`src/rtl/rfp_pkg.sv`:
```
`timescale 1ns/1ps
package rfp_pkg;

   typedef enum logic [1:0] {
      RD_PLAIN = 2'd0,
      RD_LINE  = 2'd1,
      RD_MULTI = 2'd2,
      RD_ALIAS = 2'd3
   } rd_kind_e;

   typedef enum logic [1:0] {
      PF_ONE_DW  = 2'd0,
      PF_TO_LINE = 2'd1,
      PF_TO_CAP  = 2'd2,
      PF_SPARE   = 2'd3
   } pf_mode_e;

   localparam int unsigned N_KINDS  = 3;
   localparam int unsigned MODE_W   = 2;
   localparam int unsigned DW_BYTES = 4;

endpackage

```
`src/rtl/rfp_mode_select.sv`:
```
`timescale 1ns/1ps
module rfp_mode_select
   import rfp_pkg::*;
#(
   parameter int unsigned CTRL_W      = 32,
   parameter int unsigned PRI_TOP_LSB = 8,
   parameter int unsigned SEC_TOP_LSB = 24,
   parameter int unsigned LIM_LSB     = 12,
   parameter int unsigned LIM_W       = 3
) (
   input  logic [CTRL_W-1:0] ctrl,
   input  logic              side_sec,
   input  rd_kind_e          kind,
   output pf_mode_e          mode,
   output logic [LIM_W-1:0]  lim
);

   logic [MODE_W-1:0] pri_f [N_KINDS];
   logic [MODE_W-1:0] sec_f [N_KINDS];
   logic [MODE_W-1:0] pri_sel;
   logic [MODE_W-1:0] sec_sel;
   logic              unused_ctrl;

   // one field per request kind, fields step down by MODE_W from the top one
   for (genvar k = 0; k < N_KINDS; k++) begin : g_field
      assign pri_f[k] = ctrl[PRI_TOP_LSB - MODE_W*k +: MODE_W];
      assign sec_f[k] = ctrl[SEC_TOP_LSB - MODE_W*k +: MODE_W];
   end

   always_comb begin
      case (kind)
         RD_LINE: begin
            pri_sel = pri_f[1];
            sec_sel = sec_f[1];
         end
         RD_MULTI: begin
            pri_sel = pri_f[2];
            sec_sel = sec_f[2];
         end
         default: begin
            pri_sel = pri_f[0];
            sec_sel = sec_f[0];
         end
      endcase
      mode = pf_mode_e'(side_sec ? sec_sel : pri_sel);
   end

   assign lim         = ctrl[LIM_LSB +: LIM_W];
   assign unused_ctrl = ^ctrl;

endmodule

```
`src/rtl/rfp_window_check.sv`:
```
`timescale 1ns/1ps
module rfp_window_check #(
   parameter int unsigned ADDR_W = 32
) (
   input  logic [ADDR_W-1:0] addr,
   input  logic [ADDR_W-1:0] win_lo,
   input  logic [ADDR_W-1:0] win_hi,
   output logic [ADDR_W-1:0] addr_al,
   output logic              in_win,
   output logic [ADDR_W-1:0] room
);

   assign addr_al = addr & ~ADDR_W'(3);
   assign in_win  = (addr_al >= win_lo) && (addr_al < win_hi);
   assign room    = win_hi - addr_al;

endmodule

```
`src/rtl/rfp_length_calc.sv`:
```
`timescale 1ns/1ps
module rfp_length_calc
   import rfp_pkg::*;
#(
   parameter int unsigned ADDR_W       = 32,
   parameter int unsigned LINE_W       = 8,
   parameter int unsigned LIM_W        = 3,
   parameter int unsigned CAP_MIN_LOG2 = 6,
   parameter int unsigned LEN_W        = 14,
   parameter int unsigned LB_W         = LINE_W + 2
) (
   input  pf_mode_e          mode,
   input  logic [LIM_W-1:0]  lim,
   input  logic              in_win,
   input  logic [ADDR_W-1:0] room,
   input  logic [LB_W-1:0]   addr_lo,
   input  logic [LINE_W-1:0] line_dw,
   output logic [LEN_W-1:0]  bytes
);

   logic [LB_W-1:0]  line_bytes;
   logic [LB_W-1:0]  line_off;
   logic [LB_W-1:0]  to_line;
   logic [LEN_W-1:0] cap;
   logic [LEN_W-1:0] raw;

   assign line_bytes = {line_dw, 2'b00};
   assign line_off   = addr_lo & (line_bytes - LB_W'(1));
   assign to_line    = (line_dw == '0) ? LB_W'(DW_BYTES) : (line_bytes - line_off);
   assign cap        = LEN_W'(2 ** CAP_MIN_LOG2) << lim;

   always_comb begin
      case (mode)
         PF_ONE_DW: raw = LEN_W'(DW_BYTES);
         PF_TO_CAP: raw = cap;
         default:   raw = LEN_W'(to_line);
      endcase
   end

   always_comb begin
      if (!in_win)
         bytes = LEN_W'(DW_BYTES);
      else if (room < ADDR_W'(raw))
         bytes = LEN_W'(room);
      else
         bytes = raw;
   end

endmodule

```
`src/rtl/rd_fetch_planner.sv`:
```
`timescale 1ns/1ps
module rd_fetch_planner
   import rfp_pkg::*;
#(
   parameter int unsigned ADDR_W       = 32,
   parameter int unsigned LINE_W       = 8,
   parameter int unsigned CTRL_W       = 32,
   parameter int unsigned PRI_TOP_LSB  = 8,
   parameter int unsigned SEC_TOP_LSB  = 24,
   parameter int unsigned LIM_LSB      = 12,
   parameter int unsigned LIM_W        = 3,
   parameter int unsigned CAP_MIN_LOG2 = 6,
   localparam int unsigned LEN_W       = CAP_MIN_LOG2 + 2 ** LIM_W,
   localparam int unsigned LB_W        = LINE_W + 2
) (
   input  logic              clk,
   input  logic              rst_n,
   input  logic              req_valid,
   input  logic [1:0]        req_cmd,
   input  logic              req_side,
   input  logic [ADDR_W-1:0] req_addr,
   input  logic [ADDR_W-1:0] win_lo,
   input  logic [ADDR_W-1:0] win_hi,
   input  logic [LINE_W-1:0] line_dw,
   input  logic [CTRL_W-1:0] ctrl,
   output logic              out_valid,
   output logic              out_block,
   output logic [LEN_W-1:0]  out_bytes
);

   // elaboration-time parameter checks
   if (LEN_W < LB_W) begin : g_bad_line_w
      $error("rd_fetch_planner: cache line span does not fit the length width");
   end
   if (ADDR_W < LEN_W) begin : g_bad_addr_w
      $error("rd_fetch_planner: address narrower than length width");
   end
   if (PRI_TOP_LSB < MODE_W * (N_KINDS - 1) || SEC_TOP_LSB < MODE_W * (N_KINDS - 1)) begin : g_bad_lsb
      $error("rd_fetch_planner: policy fields would start below bit 0");
   end
   if (PRI_TOP_LSB + MODE_W > CTRL_W || SEC_TOP_LSB + MODE_W > CTRL_W
       || LIM_LSB + LIM_W > CTRL_W) begin : g_bad_ctrl_w
      $error("rd_fetch_planner: control fields exceed control width");
   end
   if (CAP_MIN_LOG2 < 2) begin : g_bad_cap
      $error("rd_fetch_planner: smallest cap must be at least one DWORD");
   end

   rd_kind_e          kind;
   pf_mode_e          mode;
   logic [LIM_W-1:0]  lim;
   logic [ADDR_W-1:0] addr_al;
   logic              in_win;
   logic [ADDR_W-1:0] room;
   logic [LEN_W-1:0]  nxt_bytes;
   logic              nxt_block;

   assign kind = rd_kind_e'(req_cmd);

   rfp_mode_select #(
      .CTRL_W      (CTRL_W),
      .PRI_TOP_LSB (PRI_TOP_LSB),
      .SEC_TOP_LSB (SEC_TOP_LSB),
      .LIM_LSB     (LIM_LSB),
      .LIM_W       (LIM_W)
   ) i_mode_select (
      .ctrl     (ctrl),
      .side_sec (req_side),
      .kind     (kind),
      .mode     (mode),
      .lim      (lim)
   );

   rfp_window_check #(
      .ADDR_W (ADDR_W)
   ) i_window_check (
      .addr    (req_addr),
      .win_lo  (win_lo),
      .win_hi  (win_hi),
      .addr_al (addr_al),
      .in_win  (in_win),
      .room    (room)
   );

   rfp_length_calc #(
      .ADDR_W       (ADDR_W),
      .LINE_W       (LINE_W),
      .LIM_W        (LIM_W),
      .CAP_MIN_LOG2 (CAP_MIN_LOG2),
      .LEN_W        (LEN_W),
      .LB_W         (LB_W)
   ) i_length_calc (
      .mode    (mode),
      .lim     (lim),
      .in_win  (in_win),
      .room    (room),
      .addr_lo (addr_al[LB_W-1:0]),
      .line_dw (line_dw),
      .bytes   (nxt_bytes)
   );

   // only a plain read to non-prefetchable space stays a single-DWORD read
   assign nxt_block = in_win || (kind == RD_LINE) || (kind == RD_MULTI);

   always_ff @(posedge clk or negedge rst_n) begin
      if (!rst_n) begin
         out_valid <= 1'b0;
         out_block <= 1'b0;
         out_bytes <= '0;
      end else begin
         out_valid <= req_valid;
         if (req_valid) begin
            out_block <= nxt_block;
            out_bytes <= nxt_bytes;
         end
      end
   end

endmodule

```
`config.mk`:
```
export PLATFORM = sky130hd
export DESIGN_NAME = rd_fetch_planner
export DESIGN_NICKNAME = d
export VERILOG_FILES = /design/src/rtl/rfp_pkg.sv /design/src/rtl/rfp_mode_select.sv /design/src/rtl/rfp_window_check.sv /design/src/rtl/rfp_length_calc.sv /design/src/rtl/rd_fetch_planner.sv
export SDC_FILE = /design/constraint.sdc
export NUM_CORES = 1
export LEC_CHECK = 0
export BUFFER_PORTS_ARGS = -buffer_cell sky130_fd_sc_hd__buf_4
export CAP_MARGIN = 20
export CORE_MARGIN = 1
export CORE_UTILIZATION = 40
export CTS_CLUSTER_SIZE = 20
export DETAILED_ROUTE_END_ITERATION = 8
export PLACE_DENSITY = 0.69
export SYNTH_ARGS = -nofsm -noshare
export SYNTH_HDL_FRONTEND = slang
export SYNTH_SLANG_ARGS = --single-unit
export TNS_END_PERCENT = 1
```
`constraint.sdc`:
```
create_clock -name clk -period 0.8 [get_ports clk]
set_input_delay 0.24 -clock clk [delete_from_list [all_inputs] [get_ports clk]]
set_output_delay 0.24 -clock clk [all_outputs]
set_load 0.005 [all_outputs]
```
==> impl_metrics.toml <==
[synth]
synth.lib_cells_used.distinct = 73
synthDominantCellAreaShare = 0.214
postSynthCellCount = 633
synth_top_cells_by_area = "ha_1 21%, dfrtp_1 8.7%, inv_1 7.4%, a21oi_1 5.2%, nand2_1 4.4%"
synth_largest_area_cell = "ha_1"
synth_adder_area_share = 0.218
synth-xor-area-share = 0.0531
ys_seq_elements = 16
synth-seq-area-share = 0.0867
synthesis.yosys.warnings = 0
compound_gate_portion_of_the_synthesized_area = 0.291
post_synth_and_or_nand_nor_area_fraction = 0.238
synth_top_cells_by_count = "91 x inv_1, 79 x ha_1, 54 x nand2_1, 48 x a21oi_1, 33 x nor2_1"
edff_count_synth = 0
synthFlopType = "dfrtp_1"
leading_cell_type_by_number_of_instances_after_synthesis = "inv_1"
total_nets_after_synthesis = 855
synth-async-reset-ratio = 1.00
synth_top_family_by_area = "compound AO/OA/AOI/OAI gates"
synth.avg_cell_area_sq_um = 7.29
synth.cell_area_sq_mm = 0.00462
yosys-mux-area-fraction = 0.0160

[status]
failed_checks = "negative setup slack"
run_status = "finished with violations"

[global_routing]
overflow = 0
grt_first_pass_wirelength_um = 26600
number_of_global_route_vias_before_repair = 5801
grt_antenna_before_repair = 0
global_route_usage_over_all_layers = 0.275
grt_start_max_net_pins = 22

[cells_and_area]
final_core_utilization = 0.692
fraction_of_layout_instances_using_a_drive_strength_above_1 = 0.425
multiInputGateArea_sq_mm = 0.00395
design.final.nets = 1182
fillCellCount = 925
sequential_area_sq_um = 400
antenna_cells = 0
area_growth_pct = 65.5

[cts]
library_cell_used_as_clock_root_buffer = "clkbuf_16"
clk_transition_reported_paths_ns = 0.05
cts_tree = "yes"
clock_insertion_delay_worst_skew_ns = 0.24
cts_sinks = 16
h-tree-depth = 1
clk_path_buf_depth = 2
cts_buf_count = 3

[power]
seqPwrFrac = 0.122
power.clock.fraction = 0.131
power_switching_w = 0.00277
power_per_cell_area_mw_per_mm2 = 923
leakage_nw = 3.95
power.ir.vdd_worst_v = 0.00121
power.switching_fraction = 0.393
power.total_w = 0.00705
p_int_w = 0.00428
power.share.combinational = 0.747

[setup_path]
cp_slowest_stage_delay_ns = 0.32
critical_path_class = "in -> reg"
crit_path_end_kind = "flop"
critical_path.slowest_cell = "a2111oi_0"
cell_by_cell_listing_of_the_critical_path = "buf_8 > clkinvlp_4 > ha_4 > nand2_1 > a32oi_1 > a21oi_2 > a2111oi_2 > a2111oi_2 > buf_4 > buf_4 > xnor2_1 > a22oi_2 > ha_1 > o211ai_1 > or3_1 > o2111ai_1 > a2111oi_0 > nor4b_2 > and4_1 > a21oi_1 > o32a_1"
worst_ep_arrival_time_ns = 4.00
crit_fanout = 5
cp_data_required_time_ns = 0.92
timing.critical_path.from_type = "input port"

[drt]
drt_drc_violations_left = 0
avgRoutedWirePerCell_um = 14.8
drt_iter0_drc = 276
final_antenna_violating_net_count = 0
routed-via-count = 5876
wl_um = 16200
drtPass1Iterations = 5
post_drt_via_cell_ratio = 5.35

[timing]
drv_slew = 0
fin_ws_ns = -3.08
rsz0062_at_grt = "yes"
fin_crit_sh = 4.85
period_minus_slack_ns = 3.88
report.final.setup_viol = 31
finClkSkew_ns = 0
maximum_frequency_from_static_timing_analysis_mhz = 258
tightestPinTransition_ns = 0.657
maxSlewHeadroom = 0.560
final-hold-violation-count = 0

[die]
fp.dieArea_sq_mm = 0.0120
io_pins = 158
core-area_sq_mm = 0.0110
fp.dieW_um = 109
placementRows = 38
floorplan.initialDensity = 0.418
chipHeight_um = 109

[placement]
post-dp-hpwl_um = 14300
placement.io_buffers = 138
routabilityCongestion = 0.960

[run]
max_cap_viol_count = 0

[hold_path]
hold_path.class = "in -> reg"
==> cell type report <==
type,count,share of cell area
inverters,91,0.0457
repair buffers,346,0.352
multi-input cells,502,0.517
well taps,140,0.0229
flip-flops and latches,16,0.0524
clock buffers,3,0.00983
==> per-layer routing <==
| layer | global-route usage | up-vias | wire, um |
|---|---|---|---|
| met3 | 0.00889 | 18 | 618 |
| met1 | 0.375 | 2724 | 7650 |
| met4 | 0.0457 | 0 | 148 |
| met5 | 0 | - | 0 |
| li1 | - | 2971 | - |
| met2 | 0.487 | 163 | 7810 |
==> power groups by stage <==
| stage | sequential (W) | clock [W] | combinational, W |
|---|---|---|---|
| 6_report | 0.000861 | 0.000923 | 0.00527 |
| 4_1_cts | 0.000862 | 0.000937 | 0.00519 |
| 5_1_grt | 0.000864 | 0.000963 | 0.00579 |
| 3_5_place_dp | 0.000868 | 0 | 0.00506 |
| 3_3_place_gp | 0.000867 | 0 | 0.00493 |
| 2_1_floorplan | 0.000870 | 0 | 0.00246 |
==> state kept, by name, summed over array words and instances (netlist names) <==
signal,count
out_block,1
out_bytes,14
out_valid,1
==> stage by stage <==
step | hold slack, ns | cell area [sq um] | worst slack, ns | cells | TNS [ns]
2_1_floorplan | -0.0556 | 4720 | -2.91 | 633 | -42.20
6_report | 0.287 | 7640 | -3.08 | 1098 | -47.37
5_1_grt | 0.289 | 7640 | -3.35 | 1098 | -52.01
4_1_cts | 0.283 | 7610 | -3.05 | 1098 | -47.23
3_5_place_dp | 0.107 | 7380 | -3.41 | 1093 | -50.15
3_3_place_gp | 0.101 | 7380 | -3.32 | 1093 | -48.79
==> path summary, 6_finish.rpt <==
check / from / end / slack, ns / cells after the start
worst max-delay path: line_dw[0] / out_bytes[2]$_DFFE_PN0P_ / -3.08 / 21
worst min-delay path: win_hi[0] / out_bytes[0]$_DFFE_PN0P_ / 0.29 / 2
worst max register to register: out_bytes[0]$_DFFE_PN0P_ / out_bytes[0]$_DFFE_PN0P_ / -0.05 / 2
worst min register to register: out_block$_DFFE_PN0P_ / out_block$_DFFE_PN0P_ / 0.54 / 2
max in group asynchronous: rst_n / out_bytes[2]$_DFFE_PN0P_ / 0.22 / 2
min in group asynchronous: rst_n / out_block$_DFFE_PN0P_ / 0.41 / 2
==> critical path, delay by kind of cell <==
family          cells  cell delay (ns)
compound gates     10             1.81
xor+xnor            1             0.12
fa+ha+maj           2             0.55
buf+inv             4             0.49
simple gates        4             0.77
==> layout by cell type, fill, tap and decap left out, drive strengths merged, types with 4 or more instances in the layout <==
cell / Yosys / layout
nand3: 23 / 23
a211oi: 6 / 6
a21oi: 49 / 49
o211ai: 9 / 9
inv: 91 / 89
nand2b: 5 / 5
nor2: 34 / 34
nor3b: 4 / 4
nand2: 54 / 54
o2111ai: 4 / 4
nor4: 5 / 5
o21ai: 18 / 18
nor2b: 8 / 8
nand4: 19 / 19
nor3: 15 / 15
a21boi: 5 / 5
a31oi: 7 / 7
ha: 79 / 79
nand3b: 5 / 5
a22oi: 7 / 7
o221ai: 11 / 11
and3: 16 / 16
o21a: 7 / 7
dfrtp: 16 / 16
xnor2: 15 / 15
a2111oi: 7 / 7
xor2: 13 / 13
buf: 8 / 345
or3: 7 / 7
or2: 6 / 6
a21o: 18 / 18
mux2i: 4 / 4
==> repair_timing <==
item	in CTS	in global routing
resized for setup	34	8
buffers inserted	1	0
endpoints found under the hold margin	16	0
gates cloned	0	0
endpoints found under the setup margin	31	31
pin swaps	12	9
hold buffers	1	0
==> logic make-up (layout without fill, tap and decap cells) <==
| family | Yosys count | count (layout) |
|---|---|---|
| and+or+nand+nor | 210 | 210 |
| muxes | 6 | 6 |
| AOI/OAI and AO/OA | 178 | 178 |
| adders and majority gates | 80 | 80 |
| xor gates and xnor gates | 28 | 28 |
| DFF | 16 | 16 |
| buffers and inverters | 115 | 440 |
No activity file was read; power rests on OpenSTA's default activity.
